--- config.mk ---
export PLATFORM = sky130hd
export DESIGN_NAME = ninebit_spi_tx
export DESIGN_NICKNAME = d
export VERILOG_FILES = /design/src/rtl/nbt_pkg.sv /design/src/rtl/nbt_shifter.sv /design/src/rtl/nbt_framer.sv /design/src/rtl/nbt_group.sv /design/src/rtl/ninebit_spi_tx.sv
export SDC_FILE = /design/constraint.sdc
export NUM_CORES = 1
export LEC_CHECK = 0
export BUFFER_PORTS_ARGS = -buffer_cell sky130_fd_sc_hd__buf_2
export CORE_AREA = 3 3 79 81
export CTS_BUF_LIST = sky130_fd_sc_hd__clkbuf_8
export DETAILED_ROUTE_END_ITERATION = 7
export DIE_AREA = 0 0 82 84
export PLACE_DENSITY = 0.48
export SYNTH_ARGS = -nofsm -noshare
export SYNTH_HDL_FRONTEND = slang
export SYNTH_SLANG_ARGS = --single-unit
--- constraint.sdc ---
create_clock -name clk -period 4.15 [get_ports clk]
set_input_delay 0.2075 -clock clk [delete_from_list [all_inputs] [get_ports clk]]
set_output_delay 0.2075 -clock clk [all_outputs]
set_load 0.005 [all_outputs]
--- src/rtl/nbt_pkg.sv ---
package nbt_pkg;

  typedef enum logic [1:0] {
    ST_IDLE  = 2'd0,
    ST_SHIFT = 2'd1,
    ST_GAP   = 2'd2,
    ST_WAIT  = 2'd3
  } nbt_state_t;

endpackage

--- src/rtl/nbt_shifter.sv ---
module nbt_shifter #(
  parameter int WORD_W = 9,
  localparam int BCW = $clog2(WORD_W + 1)
) (
  input  logic              clk,
  input  logic              rst_n,
  input  logic              load,
  input  logic [WORD_W-1:0] load_word,
  input  logic              shift,
  output logic              msb,
  output logic [BCW-1:0]    bits_left
);

  logic [WORD_W-1:0] sh_q, sh_d;
  logic [BCW-1:0]    cnt_q, cnt_d;
  logic              en;

  assign en = load | shift;

  always_comb begin
    sh_d  = sh_q;
    cnt_d = cnt_q;
    if (load) begin
      sh_d  = load_word;
      cnt_d = BCW'(WORD_W);
    end else if (shift) begin
      sh_d  = {sh_q[WORD_W-2:0], 1'b0};
      cnt_d = (cnt_q == '0) ? '0 : cnt_q - BCW'(1);
    end
  end

  always_ff @(posedge clk or negedge rst_n) begin
    if (!rst_n) begin
      sh_q  <= '0;
      cnt_q <= '0;
    end else if (en) begin
      sh_q  <= sh_d;
      cnt_q <= cnt_d;
    end
  end

  assign msb       = sh_q[WORD_W-1];
  assign bits_left = cnt_q;

endmodule

--- src/rtl/nbt_framer.sv ---
module nbt_framer #(
  parameter int PAY_W    = 8,
  parameter int GAP_BITS = 1,
  localparam int WORD_W  = PAY_W + 1,
  localparam int FCW     = $clog2(WORD_W + 1),
  localparam int GAP_CYC = 2 * GAP_BITS,
  localparam int GCW     = $clog2(GAP_CYC + 1)
) (
  input  logic clk,
  input  logic rst_n,
  input  logic clr,
  input  logic emul,
  input  logic bit_done,
  input  logic in_gap,
  output logic frame_end,
  output logic gap_done
);

  logic [FCW-1:0] fbits_q, fbits_d;
  logic [FCW-1:0] frame_len;
  logic [GCW-1:0] gcnt_q, gcnt_d;
  logic           fb_en;

  assign frame_len = emul ? FCW'(PAY_W) : FCW'(WORD_W);
  assign frame_end = bit_done && (fbits_q == frame_len - FCW'(1));
  assign gap_done  = in_gap && (gcnt_q == GCW'(GAP_CYC - 1));
  assign fb_en     = clr | bit_done;

  always_comb begin
    if (clr)            fbits_d = '0;
    else if (frame_end) fbits_d = '0;
    else                fbits_d = fbits_q + FCW'(1);
  end

  always_comb begin
    if (!in_gap || gap_done) gcnt_d = '0;
    else                     gcnt_d = gcnt_q + GCW'(1);
  end

  always_ff @(posedge clk or negedge rst_n) begin
    if (!rst_n) begin
      fbits_q <= '0;
      gcnt_q  <= '0;
    end else begin
      if (fb_en) fbits_q <= fbits_d;
      gcnt_q <= gcnt_d;
    end
  end

endmodule

--- src/rtl/nbt_group.sv ---
module nbt_group #(
  parameter int PAY_W = 8,
  localparam int GW   = (PAY_W > 1) ? $clog2(PAY_W) : 1
) (
  input  logic clk,
  input  logic rst_n,
  input  logic clr,
  input  logic load,
  output logic group_open
);

  logic [GW-1:0] cnt_q, cnt_d;
  logic [GW-1:0] inc;
  logic          en;

  assign inc = (cnt_q == GW'(PAY_W - 1)) ? '0 : cnt_q + GW'(1);
  assign en  = clr | load;

  always_comb begin
    if (clr) cnt_d = load ? GW'(1) : '0;
    else     cnt_d = inc;
  end

  always_ff @(posedge clk or negedge rst_n) begin
    if (!rst_n)  cnt_q <= '0;
    else if (en) cnt_q <= cnt_d;
  end

  assign group_open = (cnt_q != '0);

endmodule

--- src/rtl/ninebit_spi_tx.sv ---
module ninebit_spi_tx
  import nbt_pkg::*;
#(
  parameter int PAY_W    = 8,
  parameter int GAP_BITS = 1
) (
  input  logic             clk,
  input  logic             rst_n,
  input  logic             mode_emul,
  input  logic             in_valid,
  output logic             in_ready,
  input  logic [PAY_W-1:0] in_byte,
  input  logic             in_is_data,
  input  logic             in_last,
  output logic             spi_sck,
  output logic             spi_mosi,
  output logic             spi_cs_n
);

  localparam int WORD_W = PAY_W + 1;
  localparam int BCW    = $clog2(WORD_W + 1);

  nbt_state_t st_q, st_d;
  logic ph_q, ph_d;
  logic emul_q, emul_d;
  logic last_q, last_d;

  logic [BCW-1:0]    bits_left;
  logic              sh_msb;
  logic              frame_end, gap_done, group_open;
  logic              bit_done, word_end, accept, pad_load, finish, load;
  logic [WORD_W-1:0] load_word;
  logic              is_idle, in_gap;

  assign is_idle   = (st_q == ST_IDLE);
  assign in_gap    = (st_q == ST_GAP);
  assign bit_done  = (st_q == ST_SHIFT) && ph_q;
  assign word_end  = bit_done && (bits_left == BCW'(1));
  assign in_ready  = is_idle || (st_q == ST_WAIT) || (word_end && !last_q);
  assign accept    = in_valid && in_ready;
  assign pad_load  = word_end && last_q && emul_q && group_open;
  assign finish    = word_end && last_q && !pad_load;
  assign load      = accept || pad_load;
  assign load_word = pad_load ? '0 : {in_is_data, in_byte};

  nbt_shifter #(.WORD_W(WORD_W)) u_shift (
    .clk       (clk),
    .rst_n     (rst_n),
    .load      (load),
    .load_word (load_word),
    .shift     (bit_done),
    .msb       (sh_msb),
    .bits_left (bits_left)
  );

  nbt_framer #(.PAY_W(PAY_W), .GAP_BITS(GAP_BITS)) u_frame (
    .clk       (clk),
    .rst_n     (rst_n),
    .clr       (is_idle),
    .emul      (emul_q),
    .bit_done  (bit_done),
    .in_gap    (in_gap),
    .frame_end (frame_end),
    .gap_done  (gap_done)
  );

  nbt_group #(.PAY_W(PAY_W)) u_group (
    .clk        (clk),
    .rst_n      (rst_n),
    .clr        (is_idle),
    .load       (load),
    .group_open (group_open)
  );

  always_comb begin
    st_d   = st_q;
    ph_d   = ph_q;
    emul_d = emul_q;
    last_d = accept ? in_last : last_q;
    unique case (st_q)
      ST_IDLE: begin
        ph_d = 1'b0;
        if (accept) begin
          st_d   = ST_SHIFT;
          emul_d = mode_emul;
        end
      end
      ST_SHIFT: begin
        if (!ph_q) begin
          ph_d = 1'b1;
        end else begin
          ph_d = 1'b0;
          if (finish)                          st_d = ST_IDLE;
          else if (frame_end)                  st_d = ST_GAP;
          else if (word_end && !load)          st_d = ST_WAIT;
          else                                 st_d = ST_SHIFT;
        end
      end
      ST_GAP: begin
        ph_d = 1'b0;
        if (gap_done) st_d = (bits_left != '0) ? ST_SHIFT : ST_WAIT;
      end
      ST_WAIT: begin
        ph_d = 1'b0;
        if (accept) st_d = ST_SHIFT;
      end
      default: st_d = ST_IDLE;
    endcase
  end

  always_ff @(posedge clk or negedge rst_n) begin
    if (!rst_n) begin
      st_q   <= ST_IDLE;
      ph_q   <= 1'b0;
      emul_q <= 1'b0;
      last_q <= 1'b0;
    end else begin
      st_q   <= st_d;
      ph_q   <= ph_d;
      emul_q <= emul_d;
      last_q <= last_d;
    end
  end

  assign spi_cs_n = is_idle;
  assign spi_sck  = bit_done;
  assign spi_mosi = (st_q == ST_SHIFT) && sh_msb;

endmodule

Word-level counts from Yosys, hierarchy flattened
Cells that the tools add are included.
W data, S select, Z words.
Operators by class
  add/sub/neg operators: 5
  equal/unequal tests: 10
  muxes and demuxes: 23
  bitwise logic cells: 3
  reduce and logical (&&, ||, !) cells: 30
Operators with widths (number)
  $mux W9: 3
  $mux W4: 5
  $mux W2: 8
  $logic_and A1 B1 Y1: 12
  $sub A4 B1 Y4 const B: 2
  $mux W3: 2
  $pmux W2 S3: 1
  $add A4 B1 Y4 const B: 1
  $eq A2 B1 Y1 const B: 2
  $eq A2 B2 Y1 const B: 2
  $eq A4 B1 Y1 const B: 1
  $eq A4 B4 Y1: 1
  $logic_not A1 Y1: 4
  $logic_not A4 Y1: 1
  $logic_or A1 B1 Y1: 4
  $ne A2 B2 Y1 const B: 2
  $reduce_and A2 Y1: 2
  $reduce_bool A4 Y1: 1
  $add A3 B1 Y3 const B: 1
  $eq A3 B3 Y1 const B: 1
  $mux W1: 3
  $or A1 B1 Y1: 3
  $reduce_and A3 Y1: 1
  $reduce_bool A3 Y1: 1
  other kinds (7): 7
Word-level totals
  register bits after elaboration: 27

Logic depth before layout (Yosys ltp)
  depth after elaboration: 14
  mapped depth: 8
  mapped depth without buffers: 7

Cells and area by module
A second synthesis with hierarchy kept.
Unflattened totals
  cell total of the unflattened synthesis: 167
  area total of the unflattened synthesis: 1624.1 µm²
Modules (own cells, without submodules)
  nbt_shifter: times used 1, cells an instance 61, area each 629.4 µm², sequential area each 325.3 µm²
  ninebit_spi_tx: times used 1, cells an instance 51, area each 451.7 µm², sequential area each 125.1 µm²
  nbt_framer: times used 1, cells an instance 39, area each 369.1 µm², sequential area each 150.1 µm²
  nbt_group: times used 1, cells an instance 16, area each 173.9 µm², sequential area each 75.1 µm²

Least setup slack after synthesis
No wires, ideal clock.
  path kind: reg-to-reg
  start point: register st_q[1]
  end point: register u_shift.cnt_q[2], in the netlist u_shift.bits_left[2]
  setup time: 0.078 ns
  arrival: 1.682 ns
  required time: 4.072 ns
  slack: 2.390 ns
  stages on the path, launching flop included: 8
  path buffers: 0
  clock period less this slack: 1.760 ns
  path through: dfrtp_1 inv_1 ha_1 nand2_1 inv_2 nand2b_1 or4b_2 a21boi_1
On the way
  cells in the longest elaborated chain, start to end: 9
  elaborated cells between the ends (all ways): 17
Ends and longest elaborated chain
  from (decl): line ninebit_spi_tx.sv:23  | nbt_state_t st_q, st_d;
  from (signal assigned): line ninebit_spi_tx.sv:118  | st_q <= st_d;
  $eq A2 B1 Y1 *: line ninebit_spi_tx.sv:37  | assign bit_done = (st_q == ST_SHIFT) && ph_q;
  $logic_and A1 B1 Y1 *: line ninebit_spi_tx.sv:37
  named net spi_sck: line ninebit_spi_tx.sv:15  | output logic spi_sck,
  $logic_and A1 B1 Y1: line ninebit_spi_tx.sv:38  | assign word_end = bit_done && (bits_left == BCW'(1));
  $logic_and A1 B1 Y1 (on tied branches): line ninebit_spi_tx.sv:39, ninebit_spi_tx.sv:41
  $logic_or A1 B1 Y1 / $logic_and A1 B1 Y1 (equally long branches): line ninebit_spi_tx.sv:39, ninebit_spi_tx.sv:41
  $logic_and A1 B1 Y1 (on tied branches): line ninebit_spi_tx.sv:40, ninebit_spi_tx.sv:41
  $logic_or A1 B1 Y1: line ninebit_spi_tx.sv:43  | assign load = accept || pad_load;
  $reduce_bool A2 Y1 (no source line) / $or A1 B1 Y1 (equally long branches)
  $reduce_and A2 Y1 (no source line)
  to (signal assigned): line nbt_shifter.sv:38  | cnt_q <= cnt_d;
  to (decl): line nbt_shifter.sv:15  | logic [BCW-1:0] cnt_q, cnt_d;
The timed path passes the listed nets; every way through them passes the cells marked *.
A chain may end at the register's enable or synchronous reset.

Worst setup path in the final report
  start point: register st_q[1]
  end point: register u_shift.cnt_q[2], in the netlist u_shift.bits_left[2]
On the way
  cells in the longest elaborated chain, start to end: 9
  elaborated cells between the ends (all ways): 17
Ends and longest elaborated chain (line)
  $eq A2 B1 Y1: ninebit_spi_tx.sv:37
  $logic_and A1 B1 Y1: ninebit_spi_tx.sv:37
  $logic_and A1 B1 Y1: ninebit_spi_tx.sv:38
  $logic_and A1 B1 Y1 (on tied branches): ninebit_spi_tx.sv:39, ninebit_spi_tx.sv:41
  $logic_or A1 B1 Y1 / $logic_and A1 B1 Y1 (equally long branches): ninebit_spi_tx.sv:39, ninebit_spi_tx.sv:41
  $logic_and A1 B1 Y1 (on tied branches): ninebit_spi_tx.sv:40, ninebit_spi_tx.sv:41
  $logic_or A1 B1 Y1: ninebit_spi_tx.sv:43
  $reduce_bool A2 Y1 (no source line) / $or A1 B1 Y1 (equally long branches)
  $reduce_and A2 Y1 (no source line)
Several ways; a longest one is shown, not always the timed one.

==> load_flow_metrics.sql <==
INSERT INTO impl_metrics (metric_group, metric, value, unit) VALUES
('yosys', 'fraction_of_post_synthesis_cell_area_in_the_top_cell_type_by_area', '0.422', ''),
('grt', 'track_usage', '0.110', ''),
('min_path', 'min_delay_startpoint', 'in_last', ''),
('grt', 'antenna_found_initial', '0', ''),
('grt', 'grt_overflow', '0', ''),
('timing', 'timing.final.setup_violations', '0', ''),
('pwr', 'pwr-share-clk', '0.130', ''),
('cells_and_area', 'area_growth', '11.6', '%'),
('cells_and_area', 'antenna-diode-count', '0', ''),
('critical_path', 'worstPathMaxFanout', '20', ''),
('critical_path', 'critical_path.reg2reg.endpoint', 'u_shift.bits_left[2]', ''),
('floorplan', 'die_h', '84', 'um'),
('critical_path', 'worst_path_top_cell_family_by_delay', 'simple AND/OR/NAND/NOR gates', ''),
('route', 'drt_pre_antenna_iters', '4', ''),
('critical_path', 'timing_worst_setup_path_type', 'register to register', ''),
('clock_network', 'cts_buffer_depth', '2', ''),
('timing', 'relSlewSlack', '0.502', ''),
('grt', 'grt_first_pass_wirelength', '5950', 'um'),
('yosys', 'synth.net_count', '196', ''),
('timing', 'finalCritPeriodShare', '0.569', ''),
('critical_path', 'worstSetupEndpointType', 'register', ''),
('yosys', 'syn-cell-area', '0.00160', 'mm2'),
('yosys', 'synth_area_leaders', 'sky130_fd_sc_hd__dfrtp_1 (42%), sky130_fd_sc_hd__ha_1 (7.0%), sky130_fd_sc_hd__o211ai_1 (5.2%)', ''),
('floorplan', 'core_area', '0.00554', 'mm2'),
('pwr', 'power.density', '642', 'mW/mm2'),
('place', 'gp_congestion', '0.700', ''),
('floorplan', 'floorplan.io_pins', '18', ''),
('cells_and_area', 'fin_nets', '210', ''),
('clock_network', 'clock_net_sink_count', '27', ''),
('timing', 'min_period', '2360', 'ps'),
('pwr', 'combinationalPowerShare', '0.469', ''),
('route', 'route.vias.total', '1288', ''),
('critical_path', 'r2r.worst_path.cells', '7', ''),
('clock_network', 'cts_made_buffers', '3', ''),
('min_path', 'min_path_cells', '2', ''),
('route', 'ant_nets', '0', ''),
('timing', 'timing.final.hold_violations', '0', ''),
('clock_network', 'buffer_count_from_post_cts_setup_fixing', '0', ''),
('route', 'drt_first_iter_violations', '95', ''),
('clock_network', 'cts_root_buffer', 'sky130_fd_sc_hd__clkbuf_8', ''),
('timing', 'achievable-frequency', '0.423', 'GHz'),
('critical_path', 'worst_path_max_delay_cell', 'sky130_fd_sc_hd__or4b_2', ''),
('floorplan', 'die_area', '0.00689', 'mm2'),
('floorplan', 'floorplan.rows', '27', ''),
('place', 'dpl-instance-area', '0.00173', 'mm2'),
('timing', 'worst_pin_slew', '743', 'ps'),
('route', 'routed_wire_length_per_instance', '13.6', 'um'),
('yosys', 'yosysUniqueCellTypes', '44', ''),
('critical_path', 'crit_arrival', '2560', 'ps'),
('critical_path', 'critical_path.n_buffers_inverters', '2', ''),
('cells_and_area', 'final_layout_size_suffix_gt1_frac', '0.167', ''),
('floorplan', 'die-width', '82', 'um'),
('floorplan', 'floorplan.initialDensity', '0.289', ''),
('pwr', 'p_int', '659', 'uW'),
('critical_path', 'worstPathCellList', 'inv_1 > ha_1 > nand2_1 > inv_2 > nand2b_1 > or4b_2 > a21boi_1', ''),
('cells_and_area', 'final_design_area_no_fill', '0.00179', 'mm2'),
('yosys', 'synth-warning-count', '0', ''),
('clock_network', 'insertion_delay', '270', 'ps'),
('pwr', 'switching_component_of_the_power', '489', 'uW'),
('critical_path', 'regToRegSetupSlack', '1790', 'ps'),
('pwr', 'peakVddDrop', '0.198', 'mV'),
('timing', 'slew_viol_final', '0', ''),
('critical_path', 'critical_path.max_stage_delay', '640', 'ps'),
('grt', 'grt_max_degree', '28', ''),
('outcome', 'status', 'finished, final reports clean', ''),
('place', 'io_buffers', '17', ''),
('clock_network', 'h_tree_level_count', '1', ''),
('pwr', 'netSwitchingFraction', '0.426', ''),
('yosys', 'synth_enable_flop_cells', '0', ''),
('min_path', 'worstHoldPathType', 'primary input to register', ''),
('yosys', 'postSynth.asyncResetShare', '1.00', '');
[sequential cells by signal (all words and copies together) (netlist names)]
| register | cells |
|---|---|
| emul_q | 1 |
| last_q | 1 |
| ph_q | 1 |
| st_q | 2 |
| u_frame.fbits_q | 4 |
| u_frame.gcnt_q | 2 |
| u_group.cnt_q | 3 |
| u_shift.bits_left | 4 |
| u_shift.sh_q | 9 |
[cells in the mapped netlist, types with 4 or more instances]
cell and count:
sky130_fd_sc_hd__a21boi_0 8, sky130_fd_sc_hd__a21oi_1 5, sky130_fd_sc_hd__clkbuf_1 6, sky130_fd_sc_hd__dfrtp_1 27
sky130_fd_sc_hd__ha_1 9, sky130_fd_sc_hd__inv_1 9, sky130_fd_sc_hd__nand2_1 21, sky130_fd_sc_hd__nand3_1 9
sky130_fd_sc_hd__nand4_1 9, sky130_fd_sc_hd__nor2_1 9, sky130_fd_sc_hd__nor2b_1 4, sky130_fd_sc_hd__o211ai_1 11
sky130_fd_sc_hd__o21ai_0 4
[kinds of logic after synthesis]
kind of cell | after synthesis | synth area share
mux | 4 | 0.0258
simple gates | 70 | 0.232
fa+ha+maj | 9 | 0.0703
compound gates | 43 | 0.197
flops | 27 | 0.422
buf+inv | 20 | 0.0539
[layout make-up]
cell class,instances,area [um2]
tap,72,90.1
fill,606,3750
sequential,27,676
clock buffer,3,41.3
clock inverter,1,3.75
timing repair buffer,18,95.1
inverter,11,41.3
multi-input combinational,126,841
[how the worst max path moves through the flow]
stage / startpoint / endpoint / slack (ps) / depth (start not counted)
detailed placement: st_q[1] / u_shift.bits_left[2] / 1780 / 7
CTS: st_q[1] / u_shift.bits_left[2] / 1760 / 7
finish: st_q[1] / u_shift.bits_left[2] / 1790 / 7
global route: st_q[1] / u_shift.bits_left[2] / 1570 / 7
global placement: st_q[1] / u_shift.bits_left[2] / 1850 / 6
floorplan: st_q[1] / u_shift.bits_left[2] / 2390 / 7
[power by group through the flow]
stage	clock (mW)	sequential, mW	combinational (mW)
CTS	0.156	0.460	0.551
finish	0.149	0.461	0.538
global placement	0	0.467	0.546
global route	0.169	0.477	0.628
detailed placement	0	0.466	0.549
floorplan	0	0.441	0.446
[through the flow]
step	setup slack (ps)	power (mW)	hold WS, ps
after floorplan	2390	0.887	-88.1
after global placement	1850	1.01	272
after detailed placement	1780	1.01	278
after CTS	1760	1.17	163
after global routing	1570	1.27	166
final	1790	1.15	164
[what timing repair did]
| item | CTS | global route |
|---|---|---|
| setup endpoints to repair | 0 | 0 |
| hold buffers | 1 | 0 |
| endpoints found under the hold margin | 27 | 0 |
| gates resized for setup | 0 | 0 |
[per-layer routing]
layer	up-vias	share of wire	GRT usage
met5	-	0	0
met4	0	0.014	0.0363
met3	4	0.025	0.0194
met2	13	0.45	0.173
met1	618	0.51	0.151
li1	653	-	-
[layout by cell type (no fill, tap or decap), types with 2 or more instances in the layout]
| cell type | instances |
|---|---|
| sky130_fd_sc_hd__a21oi_1 | 5 |
| sky130_fd_sc_hd__and2_1 | 2 |
| sky130_fd_sc_hd__mux2i_1 | 3 |
| sky130_fd_sc_hd__inv_2 | 2 |
| sky130_fd_sc_hd__inv_1 | 10 |
| sky130_fd_sc_hd__o21ai_0 | 4 |
| sky130_fd_sc_hd__a211oi_1 | 3 |
| sky130_fd_sc_hd__nand2_1 | 21 |
| sky130_fd_sc_hd__dfrtp_1 | 27 |
| sky130_fd_sc_hd__nor4_1 | 2 |
| sky130_fd_sc_hd__a21boi_0 | 8 |
| sky130_fd_sc_hd__nand3_1 | 9 |
| sky130_fd_sc_hd__clkbuf_8 | 3 |
| sky130_fd_sc_hd__buf_2 | 17 |
| sky130_fd_sc_hd__nand2b_1 | 3 |
| sky130_fd_sc_hd__ha_1 | 9 |
| sky130_fd_sc_hd__nor2_1 | 9 |
| sky130_fd_sc_hd__or4b_2 | 2 |
| sky130_fd_sc_hd__a31oi_1 | 2 |
| sky130_fd_sc_hd__nand4_1 | 9 |
| sky130_fd_sc_hd__nor2b_1 | 4 |
| sky130_fd_sc_hd__o211ai_1 | 11 |
(Power assumes the default switching activity.)
